===== src/rtl/cdiv_pkg.sv =====
package cdiv_pkg;
   // Supported division ratios of the divider.
   function automatic bit ratio_ok(int unsigned r);
      return (r == 4) || (r == 5) || (r == 6) || (r == 8);
   endfunction
endpackage


===== src/rtl/cdiv_regs.sv =====
module cdiv_regs #(
   parameter int DATA_W    = 32,
   parameter int ADDR_W    = 4,
   parameter int CTRL_OFS  = 0,
   parameter int RATIO_OFS = 8,
   parameter int CH_IDX    = 1,
   parameter int TRIG_BIT  = 8,
   parameter int EN_BASE   = 24,
   parameter int ERR_BIT   = 31,
   parameter int RATIO_W   = 6,
   parameter int RATIO_LSB = 8,
   parameter int ACT_LSB   = 16
) (
   input  logic               clk,
   input  logic               rst_n,
   input  logic               bus_sel,
   input  logic               bus_we,
   input  logic [ADDR_W-1:0]  bus_addr,
   input  logic [DATA_W-1:0]  bus_wdata,
   output logic [DATA_W-1:0]  bus_rdata,
   input  logic               err_i,
   input  logic [RATIO_W-1:0] act_i,
   output logic               force_o,
   output logic               trig_o,
   output logic               gate_o,
   output logic [RATIO_W-1:0] shadow_o
);
   localparam logic [ADDR_W-1:0] CTRL_A  = ADDR_W'(CTRL_OFS);
   localparam logic [ADDR_W-1:0] RATIO_A = ADDR_W'(RATIO_OFS);
   localparam int GATE_BIT = EN_BASE + CH_IDX;

   logic [DATA_W-1:0] ctrl_q, ratio_q, ctrl_wd, ratio_wd;
   logic wr_ctrl, wr_ratio;

   assign wr_ctrl  = bus_sel && bus_we && (bus_addr == CTRL_A);
   assign wr_ratio = bus_sel && bus_we && (bus_addr == RATIO_A);

   always_comb begin
      ctrl_wd           = bus_wdata;
      ctrl_wd[ERR_BIT]  = 1'b0;
      ratio_wd          = bus_wdata;
      ratio_wd[ACT_LSB +: RATIO_W] = '0;
   end

   always_ff @(posedge clk or negedge rst_n) begin
      if (!rst_n) begin
         ctrl_q  <= '0;
         ratio_q <= '0;
      end else begin
         if (wr_ctrl)  ctrl_q  <= ctrl_wd;
         if (wr_ratio) ratio_q <= ratio_wd;
      end
   end

   always_comb begin
      bus_rdata = '0;
      if (bus_sel && !bus_we) begin
         if (bus_addr == CTRL_A) begin
            bus_rdata          = ctrl_q;
            bus_rdata[ERR_BIT] = err_i;
         end else if (bus_addr == RATIO_A) begin
            bus_rdata = ratio_q;
            bus_rdata[ACT_LSB +: RATIO_W] = act_i;
         end
      end
   end

   assign force_o  = ctrl_q[CH_IDX];
   assign trig_o   = ctrl_q[TRIG_BIT];
   assign gate_o   = ctrl_q[GATE_BIT];
   assign shadow_o = ratio_q[RATIO_LSB +: RATIO_W];
endmodule


===== src/rtl/cdiv_reload.sv =====
module cdiv_reload #(
   parameter int RATIO_W = 6
) (
   input  logic               clk,
   input  logic               rst_n,
   input  logic               force_i,
   input  logic               trig_i,
   input  logic [RATIO_W-1:0] shadow_i,
   input  logic               wrap_i,
   output logic               pend_valid_o,
   output logic [RATIO_W-1:0] pend_val_o,
   output logic               err_o
);
   import cdiv_pkg::*;

   logic armed, arm_q, fire, legal;

   assign armed = force_i && trig_i;
   assign fire  = armed && !arm_q;
   assign legal = ratio_ok(32'(shadow_i));

   always_ff @(posedge clk or negedge rst_n) begin
      if (!rst_n) begin
         arm_q        <= 1'b0;
         pend_valid_o <= 1'b0;
         pend_val_o   <= '0;
         err_o        <= 1'b0;
      end else begin
         arm_q <= armed;
         if (wrap_i) pend_valid_o <= 1'b0;
         if (fire && legal) begin
            pend_valid_o <= 1'b1;
            pend_val_o   <= shadow_i;
         end
         if (fire && !legal) err_o <= 1'b1;
      end
   end
endmodule


===== src/rtl/cdiv_counter.sv =====
module cdiv_counter #(
   parameter int RATIO_W     = 6,
   parameter int RESET_RATIO = 4,
   parameter bit OUT_REG     = 1'b1
) (
   input  logic               clk,
   input  logic               rst_n,
   input  logic               gate_i,
   input  logic               pend_valid_i,
   input  logic [RATIO_W-1:0] pend_val_i,
   output logic [RATIO_W-1:0] cnt_o,
   output logic [RATIO_W-1:0] act_o,
   output logic               wrap_o,
   output logic               div_clk_o
);
   localparam logic [RATIO_W-1:0] ONE = RATIO_W'(1);
   localparam logic [RATIO_W-1:0] RST = RATIO_W'(RESET_RATIO);

   logic [RATIO_W-1:0] cnt_q, act_q, cnt_d, act_d;

   assign wrap_o = (cnt_q == act_q - ONE);
   assign cnt_d  = wrap_o ? '0 : cnt_q + ONE;
   assign act_d  = (wrap_o && pend_valid_i) ? pend_val_i : act_q;

   always_ff @(posedge clk or negedge rst_n) begin
      if (!rst_n) begin
         cnt_q <= '0;
         act_q <= RST;
      end else begin
         cnt_q <= cnt_d;
         act_q <= act_d;
      end
   end

   generate
      if (OUT_REG) begin : g_out_reg
         logic out_q;
         always_ff @(posedge clk or negedge rst_n) begin
            if (!rst_n) out_q <= 1'b0;
            else        out_q <= gate_i && (cnt_d < (act_d >> 1));
         end
         assign div_clk_o = out_q;
      end else begin : g_out_comb
         assign div_clk_o = gate_i && (cnt_q < (act_q >> 1));
      end
   endgenerate

   assign cnt_o = cnt_q;
   assign act_o = act_q;
endmodule


===== src/rtl/reload_clkdiv.sv =====
module reload_clkdiv #(
   parameter int DATA_W      = 32,
   parameter int ADDR_W      = 4,
   parameter int CTRL_OFS    = 0,
   parameter int RATIO_OFS   = 8,
   parameter int CH_IDX      = 1,
   parameter int TRIG_BIT    = 8,
   parameter int EN_BASE     = 24,
   parameter int ERR_BIT     = 31,
   parameter int RATIO_W     = 6,
   parameter int RATIO_LSB   = 8,
   parameter int ACT_LSB     = 16,
   parameter int RESET_RATIO = 4,
   parameter bit OUT_REG     = 1'b1
) (
   input  logic              clk,
   input  logic              rst_n,
   input  logic              bus_sel,
   input  logic              bus_we,
   input  logic [ADDR_W-1:0] bus_addr,
   input  logic [DATA_W-1:0] bus_wdata,
   output logic [DATA_W-1:0] bus_rdata,
   output logic              div_clk_o
);
   import cdiv_pkg::*;

   if (RATIO_W < 4) begin : g_chk_w
      $error("RATIO_W too small for ratio 8");
   end
   if (CH_IDX >= TRIG_BIT) begin : g_chk_ch
      $error("channel force bit overlaps trigger");
   end
   if (EN_BASE + CH_IDX >= ERR_BIT) begin : g_chk_en
      $error("gate bit overlaps error bit");
   end
   if (RATIO_LSB + RATIO_W > ACT_LSB || ACT_LSB + RATIO_W > DATA_W) begin : g_chk_fld
      $error("ratio fields overlap or exceed the word");
   end
   if (!ratio_ok(RESET_RATIO)) begin : g_chk_rst
      $error("reset ratio not supported");
   end

   logic               force_w, trig_w, gate_w, err_w, wrap_w, pend_valid_w;
   logic [RATIO_W-1:0] shadow_w, pend_val_w, act_w, cnt_w;

   cdiv_regs #(
      .DATA_W(DATA_W), .ADDR_W(ADDR_W), .CTRL_OFS(CTRL_OFS),
      .RATIO_OFS(RATIO_OFS), .CH_IDX(CH_IDX), .TRIG_BIT(TRIG_BIT),
      .EN_BASE(EN_BASE), .ERR_BIT(ERR_BIT), .RATIO_W(RATIO_W),
      .RATIO_LSB(RATIO_LSB), .ACT_LSB(ACT_LSB)
   ) regs_i (
      .clk(clk), .rst_n(rst_n), .bus_sel(bus_sel), .bus_we(bus_we),
      .bus_addr(bus_addr), .bus_wdata(bus_wdata), .bus_rdata(bus_rdata),
      .err_i(err_w), .act_i(act_w), .force_o(force_w), .trig_o(trig_w),
      .gate_o(gate_w), .shadow_o(shadow_w)
   );

   cdiv_reload #(.RATIO_W(RATIO_W)) reload_i (
      .clk(clk), .rst_n(rst_n), .force_i(force_w), .trig_i(trig_w),
      .shadow_i(shadow_w), .wrap_i(wrap_w), .pend_valid_o(pend_valid_w),
      .pend_val_o(pend_val_w), .err_o(err_w)
   );

   cdiv_counter #(
      .RATIO_W(RATIO_W), .RESET_RATIO(RESET_RATIO), .OUT_REG(OUT_REG)
   ) counter_i (
      .clk(clk), .rst_n(rst_n), .gate_i(gate_w),
      .pend_valid_i(pend_valid_w), .pend_val_i(pend_val_w),
      .cnt_o(cnt_w), .act_o(act_w), .wrap_o(wrap_w), .div_clk_o(div_clk_o)
   );
endmodule


===== config.mk =====
export PLATFORM = sky130hd
export DESIGN_NAME = reload_clkdiv
export DESIGN_NICKNAME = d
export VERILOG_FILES = /design/src/rtl/cdiv_pkg.sv /design/src/rtl/cdiv_regs.sv /design/src/rtl/cdiv_reload.sv /design/src/rtl/cdiv_counter.sv /design/src/rtl/reload_clkdiv.sv
export SDC_FILE = /design/constraint.sdc
export NUM_CORES = 1
export LEC_CHECK = 0
export ABC_AREA = 1
export BUFFER_PORTS_ARGS = -buffer_cell sky130_fd_sc_hd__buf_2
export CORE_MARGIN = 2
export CORE_UTILIZATION = 50
export DETAILED_ROUTE_END_ITERATION = 6
export PLACE_DENSITY = 0.72
export SLEW_MARGIN = 20
export SYNTH_ARGS = -nofsm -noshare
export SYNTH_HDL_FRONTEND = slang
export SYNTH_SLANG_ARGS = --single-unit

===== constraint.sdc =====
create_clock -name clk -period 3.7 [get_ports clk]
set_clock_uncertainty 0.15 [all_clocks]
set_input_delay 0.37 -clock clk [delete_from_list [all_inputs] [get_ports clk]]
set_output_delay 0.37 -clock clk [all_outputs]
set_load 0.005 [all_outputs]

After elaboration in Yosys (flattened, before gate mapping)
Index checks and enable logic that the tools add are counted.
{"block": "classes", "n_addsub": 2, "n_lt_le_gt_ge": 1, "n_eq_ne": 6, "n_mux": 7, "n_reduce_logical": 18}
{"cell": "$mux 32", "n": 3}
{"cell": "$eq 6x3->1 const B", "n": 3}
{"cell": "$mux 6", "n": 2}
{"cell": "$logic_and 1x1->1", "n": 10}
{"cell": "$add 6x1->6 const B", "n": 1}
{"cell": "$eq 6x4->1 const B", "n": 1}
{"cell": "$eq 6x6->1", "n": 1}
{"cell": "$lt 6x5->1", "n": 1}
{"cell": "$sub 6x1->6 const B", "n": 1}
{"cell": "$eq 4x4->1 const B", "n": 1}
{"cell": "$logic_not 4->1", "n": 1}
{"cell": "$logic_not 1->1", "n": 3}
{"cell": "$logic_or 1x1->1", "n": 3}
{"cell": "$mux 1", "n": 2}
{"cell": "$reduce_bool 2->1", "n": 1}
{"block": "word_totals", "reg_bits": 79, "inputBits": 40, "out_inout_bits": 33, "elab_cells": 44}

Longest topological paths before layout
{"block": "logic_depth", "ltp_word": 6, "ltp_mapped": 17, "depth_no_buf": 17}

By module
From an unflattened synthesis, not the netlist that was laid out.
{"block": "unflattened", "cells_unflattened": 537, "hier_area_um2": 4319.1}
{"module": "cdiv_regs", "instances": 1, "cells_each": 372, "area_per_inst_um2": 2957.8, "seq_area_each_um2": 1426.4}
{"module": "cdiv_counter", "instances": 1, "cells_each": 122, "area_per_inst_um2": 933.4, "seq_area_each_um2": 326.6}
{"module": "cdiv_reload", "instances": 1, "cells_each": 43, "area_per_inst_um2": 427.9, "seq_area_each_um2": 225.2}

Worst setup path after synthesis
No wires, ideal clock.
{"block": "synth_path", "kind": "register to register", "start": "register counter_i.act_q[0] (netlist: counter_i.act_o[0])", "end": "register counter_i.g_out_reg.out_q (netlist: counter_i.div_clk_o)", "setup_time_ns": 0.077, "arrival_time_ns": 2.148, "required_ns": 3.473, "slack_ns": 1.324, "stages_incl_launch_ff": 15, "n_path_buf": 0, "synth_period_minus_slack_ns": 2.376, "path_cell_list": "dfrtp_1 inv_1 ha_1 xnor2_1 nor2_1 nand3_1 nor2_4 nand3_2 inv_2 nand2_1 o21ai_1 ha_1 a21oi_1 o2111ai_1 a21oi_1"}
{"block": "synth_between", "elab_chain_cells": 6, "elab_cells_between_ends": 7, "cone_classes": "1 x add/sub; 1 x order compare; 1 x eq/ne; 2 x mux; 2 x reduce/logical"}
{"element": "start, declared", "line": "cdiv_counter.sv:19", "source": "logic [RATIO_W-1:0] cnt_q, act_q, cnt_d, act_d;"}
{"element": "start signal, assigned", "line": "cdiv_counter.sv:31", "source": "act_q <= act_d;"}
{"element": "$sub 6x1->6 (*)", "line": "cdiv_counter.sv:21", "source": "assign wrap_o = (cnt_q == act_q - ONE);"}
{"element": "$eq 6x6->1 (*)", "line": "cdiv_counter.sv:21"}
{"element": "$logic_and 1x1->1", "line": "cdiv_counter.sv:23", "source": "assign act_d = (wrap_o && pend_valid_i) ? pend_val_i : act_q;"}
{"element": "$mux 6", "line": "cdiv_counter.sv:23"}
{"element": "$lt 6x5->1 (*)", "line": "cdiv_counter.sv:40", "source": "else out_q <= gate_i && (cnt_d < (act_d >> 1));"}
{"element": "$logic_and 1x1->1 (*)", "line": "cdiv_counter.sv:40"}
{"element": "end signal, assigned", "line": "cdiv_counter.sv:40"}
{"element": "end, declared", "line": "cdiv_counter.sv:37", "source": "logic out_q;"}
Every way passes the cells marked *; elsewhere a longest branch is shown, timed or not.
A chain may end at the register's enable or synchronous reset.

Final worst setup path
Ends and elaborated chain as after synthesis.

==> results.txt <==
P_leak: 2.30 nW
CTS Buf Count: 9
Initial Util: 51.7%
EDFF count, synth: 0
Top-area cell type share of the netlist area: 51.7%
Mapped cell area: 3770 um2
Clk root buf: clkbuf_8
Port bufs: 72
Post-DP Area: 4220 um2
CP Class: reg2reg
Number of top-level pins: 73
Top FF cell, synth: dfrtp_1
Syn nets: 506
WL/cell: 13.4 um
Dominant cells by area after synthesis: dfrtp_1, nand2_1, inv_1, a21oi_1, o21ai_1
Layout net count: 573
Num Clock Sinks: 79
Reg power frac: 52.8%
PwrDens: 460 nW/um2
Final Slew Violations: 0
Rows: 31
VDD IR max: 0.000245 V
Die Ht: 90.9 um
Unrepaired setup endpoints after global routing: no
Via density: 5.03
Antenna violations before repair: 0
Clk_lat worst skew: 0.34 ns
All-Layer GR Usage: 21.6%
Top cells by count, synth: nand2_1, dfrtp_1, inv_1
Post-CTS Repair Setup Buffers: 0
WP buf/inv: 3
Seq/Total Area, Yosys: 52.4%
Asr flop ratio synth: 100%
Fin crit share: 70.0%
Psw: 499 uW
Rel. slew slack: 34.3%
Top-count cell post-synth: nand2_1
Worst Hold Class: in2async
Critical Path AT: 2.71 ns
Pint: 1.56 mW
Final Critical Period: 2.59 ns
Total power: 2.05 mW
Hpwl dp: 5570 um
Routability cong.: 0.838
Mean Syn Cell Area: 8.20 um2
CTS tree: done
Post-Route Utilization: 61.2%
Fmax: 386 MHz
Final Cell Area: 4460 um2
Max Cap Viol: 0
CP max FO: 9
YS warnings: 0
Max incr delay on CP: 0.41 ns
Comb pwr share: 10.0%
Post-CTS sizing: 0
DR vias: 3174
Synth Register Bits: 79
H-tree depth: 3
Number of hold violations in the final report: 0
Crit-path most repeated cell: nand2_1
Leading area contributor after synthesis: dfrtp_1
Crit path max-delay family: simple AND/OR/NAND/NOR gates
Sw frac: 24.3%
Hold_buf cts: 0
Worst endpoint required time: 3.82 ns
Synth unique cells: 34
Clk pwr share: 37.2%
GRT overflow: 0
Largest net degree at the start of global routing: 80
Clk buf depth: 2
# setup viols final: 0
Critical path endpoint category: register
Layout cells sized above 1: 21.2%
First-pass GRT wire length: 14300 um
Die X-Extent: 90.9 um
CORE AREA: 7290 um2
Final setup TNS: 0 ns
Cells after Synth: 460
Worst-Margin Slew: 0.985 ns
DRC: 0
Vias in the first global route: 3084
Area Overhead vs Synth: 18.3%
N_diodes: 0
Crit-path cells: inv_1 > ha_1 > inv_1 > nand2_1 > nand3b_1 > nand2_1 > nand3_1 > nor2_4 > nand3_2 > inv_2 > nand2_1 > o21ai_1 > ha_1 > a21oi_1 > o2111ai_1 > a21oi_1
Post-DRT Antenna Nets: 0
Detailed Route WL: 8450 um
DRT Pass-1 Iters: 4
Filler cells: 704
Die ar.: 8260 um2
Drt first-iter violations: 176
Slowest CP cell: dfrtp_1
Setup crit start kind: register
Clock transition at path regs: 0.08 ns
Status: complete, no violations
## cell usage in the layout, fill, tap and decap left out, drive strengths merged, types with 6 or more instances in the layout
| cell type | netlist | routed |
|---|---|---|
| ha | 6 | 6 |
| o21ai | 59 | 59 |
| nor2 | 11 | 11 |
| a21oi | 34 | 34 |
| nand2 | 156 | 156 |
| dfrtp | 78 | 78 |
| inv | 57 | 57 |
| clkbuf | 18 | 10 |
| buf | 2 | 76 |
| nand3 | 9 | 9 |
| mux2 | 7 | 7 |
## metal layers
metal  vias to the layer above  global-route usage (%)  part of all wire [%]
met5                         -                       0                     0
met4                         0                    8.21                   1.2
met1                      1513                    28.7                    46
met2                        70                    35.4                    49
li1                       1584                       -                     -
met3                         7                    3.84                   4.0
## cell families (layout without fill, tap and decap cells)
family	count (synthesis)	after routing	synth area share, %
buf+inv	77	149	7.73
fa+ha+maj	6	6	1.99
flops	79	79	52.4
compound gates	97	97	13.3
xor+xnor	7	7	1.82
simple gates	187	187	20.6
mux	7	7	2.09
## layout make-up
cell class	count	area [um2]	area share (%)
Sequential cell	79	1980	44.3
Multi-Input combinational cell	304	1510	33.8
Timing Repair Buffer	76	393	8.80
Inverter	57	214	4.79
Clock buffer	10	138	3.08
Tap cell	99	124	2.77
Clock inverter	6	108	2.41
## metrics by stage
step / setup WS (ns) / hold WS [ns] / instances
floorplan: 1.32 / -0.0756 / 460
global placement: 1.21 / 0.307 / 615
finish: 1.11 / 0.0244 / 631
detailed placement: 1.12 / 0.310 / 615
CTS: 1.10 / 0.0695 / 631
global route: 0.866 / 0.0626 / 631
## path summary, 6_finish.rpt
kind | from | endpoint | slack, ns | cells after the start
setup / recovery | counter_i.act_o[0] | counter_i.div_clk_o | 1.11 | 16
hold / removal | rst_n | regs_i.ctrl_q[9] | 0.02 | 1
setup reg to reg | counter_i.act_o[0] | counter_i.div_clk_o | 1.11 | 16
hold reg to reg | reload_i.err_o | reload_i.err_o | 0.32 | 1
max in group asynchronous | rst_n | regs_i.ratio_q[23] | 2.73 | 1
min in group clk | bus_wdata[19] | regs_i.ctrl_q[19] | 0.08 | 2
## state kept, by name, summed over array words and instances, names as in the netlist
name and count:
reload_i.err_o 1, reload_i.pend_val_o 6, reload_i.arm_q 1, regs_i.ctrl_q 31
regs_i.ratio_q 26, counter_i.cnt_o 6, reload_i.pend_valid_o 1, counter_i.div_clk_o 1
counter_i.act_o 6
## power by group through the flow
stage,sequential [mW],combinational (mW),clock (mW)
4_1_cts,1.08,0.211,0.784
3_5_place_dp,1.10,0.209,0
3_3_place_gp,1.09,0.199,0
6_report,1.08,0.205,0.765
2_1_floorplan,1.08,0.137,0
5_1_grt,1.10,0.241,0.825
Power figures use the tool's default switching activity.
